==> src/rtl/bfa_pkg.sv <==
package bfa_pkg;
  typedef enum logic [4:0] {
    OP_NOP      = 5'd0,
    OP_ZERO     = 5'd1,
    OP_COPY     = 5'd2,
    OP_ADD_AB_A = 5'd3,
    OP_ADD_AC_A = 5'd4,
    OP_ADD_AC_C = 5'd5,
    OP_ADD_CC_C = 5'd6,
    OP_SUB_AB_A = 5'd7,
    OP_SUB_AC_A = 5'd8,
    OP_SUB_AC_C = 5'd9,
    OP_INC_A    = 5'd10,
    OP_INC_C    = 5'd11,
    OP_DEC_A    = 5'd12,
    OP_DEC_C    = 5'd13,
    OP_NEG_C    = 5'd14,
    OP_NEGM1_C  = 5'd15,
    OP_SHR      = 5'd16,
    OP_SHL_A    = 5'd17,
    OP_TST_Z    = 5'd18,
    OP_GE_AC    = 5'd19,
    OP_GE_AB    = 5'd20,
    OP_TST_NZ   = 5'd21,
    OP_P_SET    = 5'd22,
    OP_P_INC    = 5'd23,
    OP_P_DEC    = 5'd24,
    OP_P_NE     = 5'd25,
    OP_LDC      = 5'd26
  } op_e;

  typedef enum logic [2:0] {
    FS_P  = 3'd0,
    FS_WP = 3'd1,
    FS_XS = 3'd2,
    FS_X  = 3'd3,
    FS_S  = 3'd4,
    FS_M  = 3'd5,
    FS_MS = 3'd6,
    FS_W  = 3'd7
  } fs_e;

  typedef enum logic [2:0] {
    K_NONE, K_ARITH, K_SHR, K_SHL, K_ZERO, K_COPY, K_LDC
  } kind_e;
endpackage

==> src/rtl/bfa_field_mask.sv <==
module bfa_field_mask #(
  parameter int NIB   = 14,
  parameter int EXP_D = 2,
  parameter int PW    = 4
) (
  input  logic [2:0]    fs,
  input  logic [PW-1:0] ptr,
  output logic [NIB-1:0] sel
);
  import bfa_pkg::*;
  localparam int XS_POS = EXP_D;
  localparam int M_LO   = EXP_D + 1;
  localparam int M_HI   = NIB - 2;
  localparam int S_POS  = NIB - 1;

  int lo, hi;

  always_comb begin
    lo = 0;
    hi = NIB - 1;
    unique case (fs_e'(fs))
      FS_P:  begin lo = int'(ptr); hi = int'(ptr); end
      FS_WP: begin lo = 0;         hi = int'(ptr); end
      FS_XS: begin lo = XS_POS;    hi = XS_POS;    end
      FS_X:  begin lo = 0;         hi = EXP_D - 1; end
      FS_S:  begin lo = S_POS;     hi = S_POS;     end
      FS_M:  begin lo = M_LO;      hi = M_HI;      end
      FS_MS: begin lo = M_LO;      hi = S_POS;     end
      default: begin lo = 0;       hi = NIB - 1;   end
    endcase
    for (int i = 0; i < NIB; i++) begin
      sel[i] = (i >= lo) && (i <= hi);
    end
  end
endmodule

==> src/rtl/bfa_bcd_chain.sv <==
module bfa_bcd_chain #(
  parameter int NIB = 14
) (
  input  logic [4*NIB-1:0] x,
  input  logic [4*NIB-1:0] y,
  input  logic             sub,
  input  logic             cin,
  input  logic [NIB-1:0]   sel,
  output logic [4*NIB-1:0] sum,
  output logic             cout
);
  logic [NIB:0] c;
  assign c[0] = cin;

  for (genvar i = 0; i < NIB; i++) begin : g_dig
    logic [3:0] xd, yd, yo;
    logic [4:0] s;
    logic       gt;
    assign xd = x[4*i +: 4];
    assign yd = y[4*i +: 4];
    assign yo = sub ? (4'd9 - yd) : yd;
    assign s  = {1'b0, xd} + {1'b0, yo} + {4'b0, c[i]};
    assign gt = (s > 5'd9);
    assign sum[4*i +: 4] = gt ? (s[3:0] + 4'd6) : s[3:0];
    assign c[i+1] = sel[i] ? gt : c[i];
  end

  assign cout = c[NIB];
endmodule

==> src/rtl/bfa_shifter.sv <==
module bfa_shifter #(
  parameter int NIB = 14
) (
  input  logic [4*NIB-1:0] w,
  input  logic [NIB-1:0]   sel,
  input  logic             left,
  output logic [4*NIB-1:0] o
);
  for (genvar i = 0; i < NIB; i++) begin : g_nib
    logic [3:0] from_hi, from_lo;
    if (i < NIB - 1) begin : g_hi
      assign from_hi = sel[i+1] ? w[4*(i+1) +: 4] : 4'd0;
    end else begin : g_top
      assign from_hi = 4'd0;
    end
    if (i > 0) begin : g_lo
      assign from_lo = sel[i-1] ? w[4*(i-1) +: 4] : 4'd0;
    end else begin : g_bot
      assign from_lo = 4'd0;
    end
    assign o[4*i +: 4] = left ? from_lo : from_hi;
  end
endmodule

==> src/rtl/bfa_ptr_unit.sv <==
module bfa_ptr_unit #(
  parameter int NIB = 14,
  parameter int PW  = 4
) (
  input  logic          clk,
  input  logic          rst_n,
  input  logic          do_set,
  input  logic          do_inc,
  input  logic          do_dec,
  input  logic [PW-1:0] set_val,
  output logic [PW-1:0] ptr
);
  localparam logic [PW-1:0] TOP = PW'(NIB - 1);

  always_ff @(posedge clk or negedge rst_n) begin
    if (!rst_n) begin
      ptr <= '0;
    end else if (do_set) begin
      if (set_val <= TOP) ptr <= set_val;
    end else if (do_inc) begin
      ptr <= (ptr == TOP) ? '0 : ptr + 1'b1;
    end else if (do_dec) begin
      ptr <= (ptr == '0) ? TOP : ptr - 1'b1;
    end
  end
endmodule

==> src/rtl/bcd_field_alu.sv <==
module bcd_field_alu #(
  parameter int MANT_D = 10,
  parameter int EXP_D  = 2,
  parameter int PW     = 4
) (
  input  logic        clk,
  input  logic        rst_n,
  input  logic        req_valid,
  output logic        req_ready,
  input  logic [4:0]  req_op,
  input  logic [2:0]  req_fs,
  input  logic [3:0]  req_imm,
  input  logic [55:0] req_a,
  input  logic [55:0] req_b,
  input  logic [55:0] req_c,
  output logic        res_valid,
  input  logic        res_ready,
  output logic [55:0] res_word,
  output logic        res_carry,
  output logic        res_cond,
  output logic [3:0]  ptr
);
  import bfa_pkg::*;
  localparam int NIB = MANT_D + EXP_D + 2;
  localparam int W   = 4 * NIB;

  op_e          op;
  kind_e        kind;
  logic [W-1:0] x, y, base, src, newv, sum, shv, bitmask, merged;
  logic         sub, cin, cout, shl, cond;
  logic [NIB-1:0] fsel, psel, esel;
  logic [PW-1:0]  p_q;
  logic         acc;

  assign op  = op_e'(req_op);
  assign acc = req_valid && req_ready;
  assign req_ready = !res_valid || res_ready;

  function automatic logic [W-1:0] pick(input logic [1:0] s,
      input logic [W-1:0] a, input logic [W-1:0] b, input logic [W-1:0] c);
    case (s)
      2'd0:    return a;
      2'd1:    return b;
      default: return c;
    endcase
  endfunction

  bfa_field_mask #(.NIB(NIB), .EXP_D(EXP_D), .PW(PW)) u_mask (
    .fs(req_fs), .ptr(p_q), .sel(fsel)
  );

  bfa_bcd_chain #(.NIB(NIB)) u_chain (
    .x(x), .y(y), .sub(sub), .cin(cin), .sel(fsel), .sum(sum), .cout(cout)
  );

  bfa_shifter #(.NIB(NIB)) u_shift (
    .w(base), .sel(fsel), .left(shl), .o(shv)
  );

  bfa_ptr_unit #(.NIB(NIB), .PW(PW)) u_ptr (
    .clk(clk), .rst_n(rst_n),
    .do_set(acc && op == OP_P_SET),
    .do_inc(acc && op == OP_P_INC),
    .do_dec(acc && (op == OP_P_DEC || op == OP_LDC)),
    .set_val(req_imm[PW-1:0]),
    .ptr(p_q)
  );

  // decode: operands, destination and result kind
  always_comb begin
    kind = K_NONE;
    x    = req_a;
    y    = '0;
    sub  = 1'b0;
    cin  = 1'b0;
    base = req_c;
    src  = '0;
    shl  = 1'b0;
    cond = 1'b0;
    unique case (op)
      OP_ZERO:     begin kind = K_ZERO; base = pick(req_imm[1:0], req_a, req_b, req_c); end
      OP_COPY: begin
        kind = K_COPY;
        case (req_imm[1:0])
          2'd0:    begin src = req_a; base = req_b; end
          2'd1:    begin src = req_b; base = req_c; end
          default: begin src = req_c; base = req_a; end
        endcase
      end
      OP_ADD_AB_A: begin kind = K_ARITH; y = req_b; base = req_a; end
      OP_ADD_AC_A: begin kind = K_ARITH; y = req_c; base = req_a; end
      OP_ADD_AC_C: begin kind = K_ARITH; y = req_c; base = req_c; end
      OP_ADD_CC_C: begin kind = K_ARITH; x = req_c; y = req_c; base = req_c; end
      OP_SUB_AB_A: begin kind = K_ARITH; y = req_b; sub = 1'b1; cin = 1'b1; base = req_a; end
      OP_SUB_AC_A: begin kind = K_ARITH; y = req_c; sub = 1'b1; cin = 1'b1; base = req_a; end
      OP_SUB_AC_C: begin kind = K_ARITH; y = req_c; sub = 1'b1; cin = 1'b1; base = req_c; end
      OP_INC_A:    begin kind = K_ARITH; cin = 1'b1; base = req_a; end
      OP_INC_C:    begin kind = K_ARITH; x = req_c; cin = 1'b1; base = req_c; end
      OP_DEC_A:    begin kind = K_ARITH; sub = 1'b1; base = req_a; end
      OP_DEC_C:    begin kind = K_ARITH; x = req_c; sub = 1'b1; base = req_c; end
      OP_NEG_C:    begin kind = K_ARITH; x = '0; y = req_c; sub = 1'b1; cin = 1'b1; base = req_c; end
      OP_NEGM1_C:  begin kind = K_ARITH; x = '0; y = req_c; sub = 1'b1; base = req_c; end
      OP_SHR:      begin kind = K_SHR; base = pick(req_imm[1:0], req_a, req_b, req_c); end
      OP_SHL_A:    begin kind = K_SHL; shl = 1'b1; base = req_a; end
      OP_TST_Z: begin
        base = pick(req_imm[1:0], req_a, req_b, req_c);
        cond = ~|(base & bitmask);
      end
      OP_TST_NZ: begin
        base = pick(req_imm[1:0], req_a, req_b, req_c);
        cond = |(base & bitmask);
      end
      OP_GE_AC:    begin y = req_c; sub = 1'b1; cin = 1'b1; base = req_a; cond = cout; end
      OP_GE_AB:    begin y = req_b; sub = 1'b1; cin = 1'b1; base = req_a; cond = cout; end
      OP_P_NE:     begin cond = (p_q != req_imm[PW-1:0]); end
      OP_LDC:      begin kind = K_LDC; end
      default:     begin kind = K_NONE; end
    endcase
  end

  // value written into the selected nibbles
  always_comb begin
    unique case (kind)
      K_ARITH:       newv = sum;
      K_SHR, K_SHL:  newv = shv;
      K_COPY:        newv = src;
      K_LDC:         newv = {NIB{req_imm}};
      default:       newv = '0;
    endcase
  end

  for (genvar i = 0; i < NIB; i++) begin : g_sel
    assign psel[i] = (p_q == PW'(i));
    assign esel[i] = (kind == K_NONE) ? 1'b0 : ((kind == K_LDC) ? psel[i] : fsel[i]);
    assign bitmask[4*i +: 4] = {4{fsel[i]}};
    assign merged[4*i +: 4]  = esel[i] ? newv[4*i +: 4] : base[4*i +: 4];
  end

  always_ff @(posedge clk or negedge rst_n) begin
    if (!rst_n) begin
      res_valid <= 1'b0;
      res_word  <= '0;
      res_carry <= 1'b0;
      res_cond  <= 1'b0;
    end else if (acc) begin
      res_valid <= 1'b1;
      res_word  <= merged;
      res_carry <= (kind == K_ARITH) ? (sub ? ~cout : cout) : 1'b0;
      res_cond  <= cond;
    end else if (res_ready) begin
      res_valid <= 1'b0;
    end
  end

  assign ptr = p_q;
endmodule

==> config.mk <==
export PLATFORM = sky130hd
export DESIGN_NAME = bcd_field_alu
export DESIGN_NICKNAME = d
export VERILOG_FILES = /design/src/rtl/bfa_pkg.sv /design/src/rtl/bfa_field_mask.sv /design/src/rtl/bfa_bcd_chain.sv /design/src/rtl/bfa_shifter.sv /design/src/rtl/bfa_ptr_unit.sv /design/src/rtl/bcd_field_alu.sv
export SDC_FILE = /design/constraint.sdc
export NUM_CORES = 1
export LEC_CHECK = 0
export BUFFER_PORTS_ARGS = -buffer_cell sky130_fd_sc_hd__buf_2
export CELL_PAD_IN_SITES_DETAIL_PLACEMENT = 0
export CELL_PAD_IN_SITES_GLOBAL_PLACEMENT = 1
export CORE_ASPECT_RATIO = 2
export CORE_MARGIN = 1.5
export CORE_UTILIZATION = 38
export DETAILED_ROUTE_END_ITERATION = 10
export PLACE_DENSITY_LB_ADDON = 0.3
export SLEW_MARGIN = 10
export SYNTH_ARGS = -nofsm -noshare
export SYNTH_HDL_FRONTEND = slang
export SYNTH_SLANG_ARGS = --single-unit
==> constraint.sdc <==
create_clock -name clk -period 23.9 [get_ports clk]
set_input_delay 0 -clock clk [delete_from_list [all_inputs] [get_ports clk]]
set_output_delay 0 -clock clk [all_outputs]
set_load 0.05 [all_outputs]
* Yosys cells after proc, flatten, opt, wreduce, memory -nomap -nowiden
Index checks and enable logic that the tools add are counted.
Storage, ports and cells: flip-flop bits (word level) 63, bits of input ports 184, logic and storage cells 344
Cells by class: add/sub/neg operators 58, magnitude comparators 43, eq/ne operators 53, mux-type cells 138, bitwise operators 3, reductions and logical operators 44
Operator list (count):
- $pmux W56 S2 | 4
- $mux W4 | 76
- $pmux W56 S5 | 1
- $pmux W56 S4 | 1
- $mux W56 | 3
- $and A56 B56 Y56 | 2
- $reduce_or A56 Y1 | 2
- $add A4 B4 Y5 | 14
- $add A5 B1 Y5 | 14
- $gt A5 B4 Y1 const B | 14
- $add A4 B3 Y4 const B | 14
- $sub A4 B4 Y4 const A | 14
- $eq A5 B5 Y1 const B | 11
- $mux W1 | 49
- $eq A5 B4 Y1 const B | 8
- $pmux W4 S4 | 2
- $eq A4 B4 Y1 const B | 6
- $ge A4 B4 Y1 const A | 6
- $le A4 B4 Y1 const A | 6
- $eq A5 B3 Y1 const B | 4
- $logic_and A1 B1 Y1 | 18
- $pmux W3 S6 | 1
- $reduce_or A9 Y1 | 2
- $eq A4 B3 Y1 const B | 4
- 33 further kinds | 63

* Logic depth before layout (Yosys ltp)
word-level depth 51, depth in mapped cells 135

* By module
From an unflattened synthesis, not the netlist that was laid out.
Second synthesis, totals: cell total of the unflattened synthesis 1976, area total of the unflattened synthesis 14258.7 µm²
Modules (own cells, without submodules):
- bcd_field_alu | times used 1, cells an instance 1194, area each 8450.6 µm²
- bfa_bcd_chain | times used 1, cells an instance 504, area each 4100.2 µm²
- bfa_shifter | times used 1, cells an instance 161, area each 822.0 µm²
- bfa_field_mask | times used 1, cells an instance 68, area each 476.7 µm²
- bfa_ptr_unit | times used 1, cells an instance 49, area each 409.1 µm²

* Least setup slack after synthesis
OpenSTA, ideal clock, no wires.
kind input -> register, start point input req_op[2], end point register res_word[55], data arrival time 25108 ps, path slack -1342 ps, stages 122, buffers on the path 5, cell sequence buf_2 -> clkbuf_1 -> buf_1 -> a31oi_1 -> nor2_1 -> clkbuf_1 -> buf_1 -> a22oi_1 -> xor2_1 -> fa_1 -> fa_1 -> xor2_1 -> nand2_1 -> and2_1 -> o31a_1 -> fa_1 -> inv_1 -> fa_1 -> [... 86 more ...] -> xor2_1 -> nand2_1 -> a21oi_1 -> o22a_1 -> nand2_1 -> fa_1 -> inv_1 -> fa_1 -> ha_1 -> nand2_1 -> a32oi_1 -> a221oi_1 -> nor2_1 -> xor2_1 -> a221oi_1 -> nand2_1 -> o21ai_0 -> o21ai_0
Between the ends: word-level cells in the longest chain between the ends 50, elaborated cells between the ends (all ways) 137, classes of those cells add/sub (43); order compare (14); eq/ne (27); mux (42); reduce/logical (11)
Ends and longest elaborated chain:
- start: declaration | line bcd_field_alu.sv:10 | input logic [4:0] req_op,
- $eq A5 B5 Y1, or another cell as far along | line bcd_field_alu.sv:80 | unique case (op)
- $reduce_or A8 Y1 (no source line) or $reduce_or A3 Y1 (tied branches)
- $pmux W56 S2 | line bcd_field_alu.sv:80
- $sub A4 B4 Y4 | line bfa_bcd_chain.sv:21 | assign yo = sub ? (4'd9 - yd) : yd;
- $mux W4 | line bfa_bcd_chain.sv:21
- $add A4 B4 Y5 | line bfa_bcd_chain.sv:22 | assign s = {1'b0, xd} + {1'b0, yo} + {4'b0, c[i]};
- $add A5 B1 Y5 | line bfa_bcd_chain.sv:22
- $gt A5 B4 Y1 | line bfa_bcd_chain.sv:23 | assign gt = (s > 5'd9);
- [... 34 more ...]
- $add A5 B1 Y5 | line bfa_bcd_chain.sv:22
- $gt A5 B4 Y1 | line bfa_bcd_chain.sv:23
- $mux W1 | line bfa_bcd_chain.sv:25 | assign c[i+1] = sel[i] ? gt : c[i];
- $add A5 B1 Y5 | line bfa_bcd_chain.sv:22
- $add A4 B3 Y4 or $gt A5 B4 Y1 (tied branches) | line bfa_bcd_chain.sv:24, bfa_bcd_chain.sv:23
- $mux W4 | line bfa_bcd_chain.sv:24 | assign sum[4*i +: 4] = gt ? (s[3:0] + 4'd6) : s[3:0];
- $pmux W56 S4 | line bcd_field_alu.sv:123 | unique case (kind)
- $mux W4 (*) | line bcd_field_alu.sv:136 | assign merged[4*i +: 4] = esel[i] ? newv[4*i +: 4] : base[4*i +: 4];
- end signal: assignment | line bcd_field_alu.sv:147 | res_word <= merged;
- end: declaration | line bcd_field_alu.sv:18 | output logic [55:0] res_word,
Mark *: on every way between the ends. The rest lies on a longest branch, timed or not. A chain may end at the register's enable or synchronous reset.

* Final worst setup path
start point input req_op[3], end point register res_carry
Between the ends: word-level cells in the longest chain between the ends 51, elaborated cells between the ends (all ways) 120, classes of those cells add/sub (42); order compare (14); eq/ne (21); mux (35); bitwise (1); reduce/logical (7)
Ends and longest elaborated chain:
- $eq A5 B5 Y1, or another cell as far along | line bcd_field_alu.sv:80
- $reduce_or A8 Y1 (no source line) or $reduce_or A3 Y1 (tied branches)
- $pmux W56 S2 | line bcd_field_alu.sv:80
- $sub A4 B4 Y4 | line bfa_bcd_chain.sv:21
- $mux W4 | line bfa_bcd_chain.sv:21
- $add A4 B4 Y5 | line bfa_bcd_chain.sv:22
- $add A5 B1 Y5 | line bfa_bcd_chain.sv:22
- $gt A5 B4 Y1 | line bfa_bcd_chain.sv:23
- [... 35 more ...]
- $gt A5 B4 Y1 | line bfa_bcd_chain.sv:23
- $mux W1 | line bfa_bcd_chain.sv:25
- $add A5 B1 Y5 | line bfa_bcd_chain.sv:22
- $gt A5 B4 Y1 | line bfa_bcd_chain.sv:23
- $mux W1 | line bfa_bcd_chain.sv:25
- $not A1 Y1 | line bcd_field_alu.sv:148 | res_carry <= (kind == K_ARITH) ? (sub ? ~cout : cout) : 1'b0;
- $mux W1 | line bcd_field_alu.sv:148
- $mux W1 (*) | line bcd_field_alu.sv:148
- end signal: assignment | line bcd_field_alu.sv:148
- end: declaration | line bcd_field_alu.sv:19 | output logic res_carry,
Marks and branches as above.

==> qor.txt <==
number of synthesized register bits - 63
Worst-path clk slew - 60 ps
clk_skew - 10.5 ps
Mapped Area - 13400 µm²
largest net degree at the start of global routing - 74
RePlAce Congestion - 1.01
final worst-path cycle share - 95.4%
critical path class - in -> reg
Peak VDD IR - 60.9 µV
Post-synth top cells - nor2_1, a21oi_1, nand2_1
layout cell share with drive strength beyond 1 - 22.1%
CP Data Arrival Time - 23050 ps
syn_nets - 2179
Cell variety after synth - 73
Horiz. Die Dim - 136 µm
Final Hold Viols - 0
max cap viols - 0
dpl hpwl - 48.7 mm
num rows - 97
total core area - 35000 µm²
via count - 16500
Final ANT Viol Nets - 0
Setup WS post-layout - 1100 ps
top cells by area, synth - dfrtp_1, mux2i_1, a21oi_1
footprint of the multi-input gates - 11400 µm²
TritonCTS Buffers - 9
CTS Root Cell - clkbuf_16
WP data required - 24150 ps
share of the synthesized area in the top cell type - 11.7%
Critical Path Start Type - input pin
Place WS - -581 ps
routed wire length on met2 - 31.7 mm
GRT Resource Usage Total - 34.0%
number of enable flip-flop cells after synthesis - 0
most numerous cell in the Yosys netlist - nor2_1
Max Freq - 0.0439 GHz
routed wire length - 63.7 mm
count of final setup violators - 0
clock latency on the worst-skew pair - 360 ps
Remaining DRCs - 0
register area - 1580 µm²
# port buffers - 247
min Tclk post-route - 22800 ps
Max Used Layer - met5
Tightest Hold Check Type - in -> reg
CP endpoint kind - flop
IO Pins - 248
deepest clock path buffer count - 2
Post-synth top flop - dfrtp_1
yosys warns - 0
die height - 269 µm
H-tree depth - 3
CP dominant cell by count - fa_2
Syn Inst Count - 1896
routed wl met3 - 4.27 mm
# nets final - 2393
Die ar. - 36600 µm²
Power Total - 1.25 mW
Syn Area/Cell - 7.09 µm²
drt first pass iters - 8
status - complete, no violations
Slew Viols, Final - 0
crit-path max cell delay - 470 ps
Cell Pwr Density - 77.6 nW/µm²
CTS tree - yes
FFs w/ async S/R, synth - 100%
CTS sink cnt - 63
slowest stage cell, crit path - fa_2
Slew @ Worst Pin - 1180 ps
mean number of vias per cell - 6.43
initial antenna violation count - 5
Congestion Overflow GR - 0
initial drt markers - 1438
Slew HR - 20.7%
crit-path max FO - 8
vias in the first global route - 15800
post-synth top area cell - dfrtp_1
Pleak - 7.26 nW
Initial Utilization - 38.5%
Avg WL per Cell - 24.8 µm
wl on met1 - 23.3 mm
first-pass GRT wire length - 93.9 mm
# fillers - 3693
area grow syn2layout - 20.2%
Seq/Total Area, Yosys - 11.7%
[registers in the layout, indices dropped and copies added, names as in the netlist]
signal and count:
res_word 56, res_valid 1, u_ptr.ptr 4, res_carry 1, res_cond 1
[path summary, 6_finish.rpt]
kind,start,end,slack (ps),cells past startpoint
max in group asynchronous,rst_n,res_word[46],22940,3
worst min-delay path,res_ready,res_valid,30,3
worst max register to register,u_ptr.ptr[2],res_carry,1950,113
worst min register to register,res_word[32],res_word[32],470,1
min in group asynchronous,rst_n,res_word[19],370,3
worst max-delay path,req_op[3],res_carry,1100,125
[kinds of logic (layout without fill, tap and decap cells)]
logic type	after synthesis	count (layout)	synth area share (%)
mux	150	150	11.3
xor+xnor	76	76	4.95
other cells	0	4	0
flops	63	63	11.7
simple gates	534	534	17.6
compound gates	763	763	37.4
fa+ha+maj	99	99	10.8
buf+inv	211	430	6.28
[repair_timing]
item / CTS / global route
pin swaps: 2 / 37
gates resized for setup: 7 / 63
hold buffers: 2 / 0
endpoints found under the setup margin: 5 / 6
hold endpoints to repair: 64 / 0
buffers inserted: 1 / 25
[stage by stage]
step	TNS, ps	util, %	area (µm²)	hold WS, ps	std cells
floorplan	0	-	13500	-296	1896
detailed placement	-2530	44.0	15400	237	2516
global placement	0	44.0	15400	231	2516
finish	0	46.2	16200	34.7	2564
global route	-1000	46.2	16200	69.7	2564
CTS	0	45.1	15800	28.8	2535
[cell usage in the layout, fill, tap and decap left out, drive strengths merged, types with 9 or more instances in the layout]
cell	count
nor2	218
a22oi	71
o22ai	59
a21oi	212
o21ai	156
nor3	13
mux2i	141
nor2b	27
a21o	21
a22o	57
xor2	42
a41oi	17
fa	28
a31oi	16
dfrtp	63
o221ai	16
clkbuf	11
buf	347
a221oi	39
ha	71
nand2	170
o31ai	12
inv	64
nand3	32
a221o	23
mux2	9
nand2b	30
xnor2	34
o211ai	10
[power breakdown]
group,leakage [nW],internal (mW),switching (mW)
clock,0.157,0.0923,0.0558
combinational,6.32,0.361,0.589
sequential,0.781,0.135,0.0215
total,7.26,0.588,0.666
[cell type report]
class,count,share of cell area [%]
inverters,63,1.49
clock buffers,9,1.39
multi-input cells,1622,70.5
well taps,445,3.45
diodes,4,0.0620
flip-flops and latches,63,9.76
clock inverters,7,0.635
repair buffers,351,12.7
[layer usage]
metal  track usage, %  vias to the layer above
met5                0                        -
met1             38.0                     7894
li1                 -                     7491
met4             22.9                        2
met2             59.4                      869
met3             4.44                      229
[worst max-delay path, delay by kind of cell]
kind / cells / cell delay [ps]
compound gates: 35 / 5840
buf+inv: 20 / 2100
mux: 1 / 190
simple gates: 30 / 3420
xor+xnor: 10 / 1790
fa+ha+maj: 29 / 9670
Power figures use the tool's default switching activity.
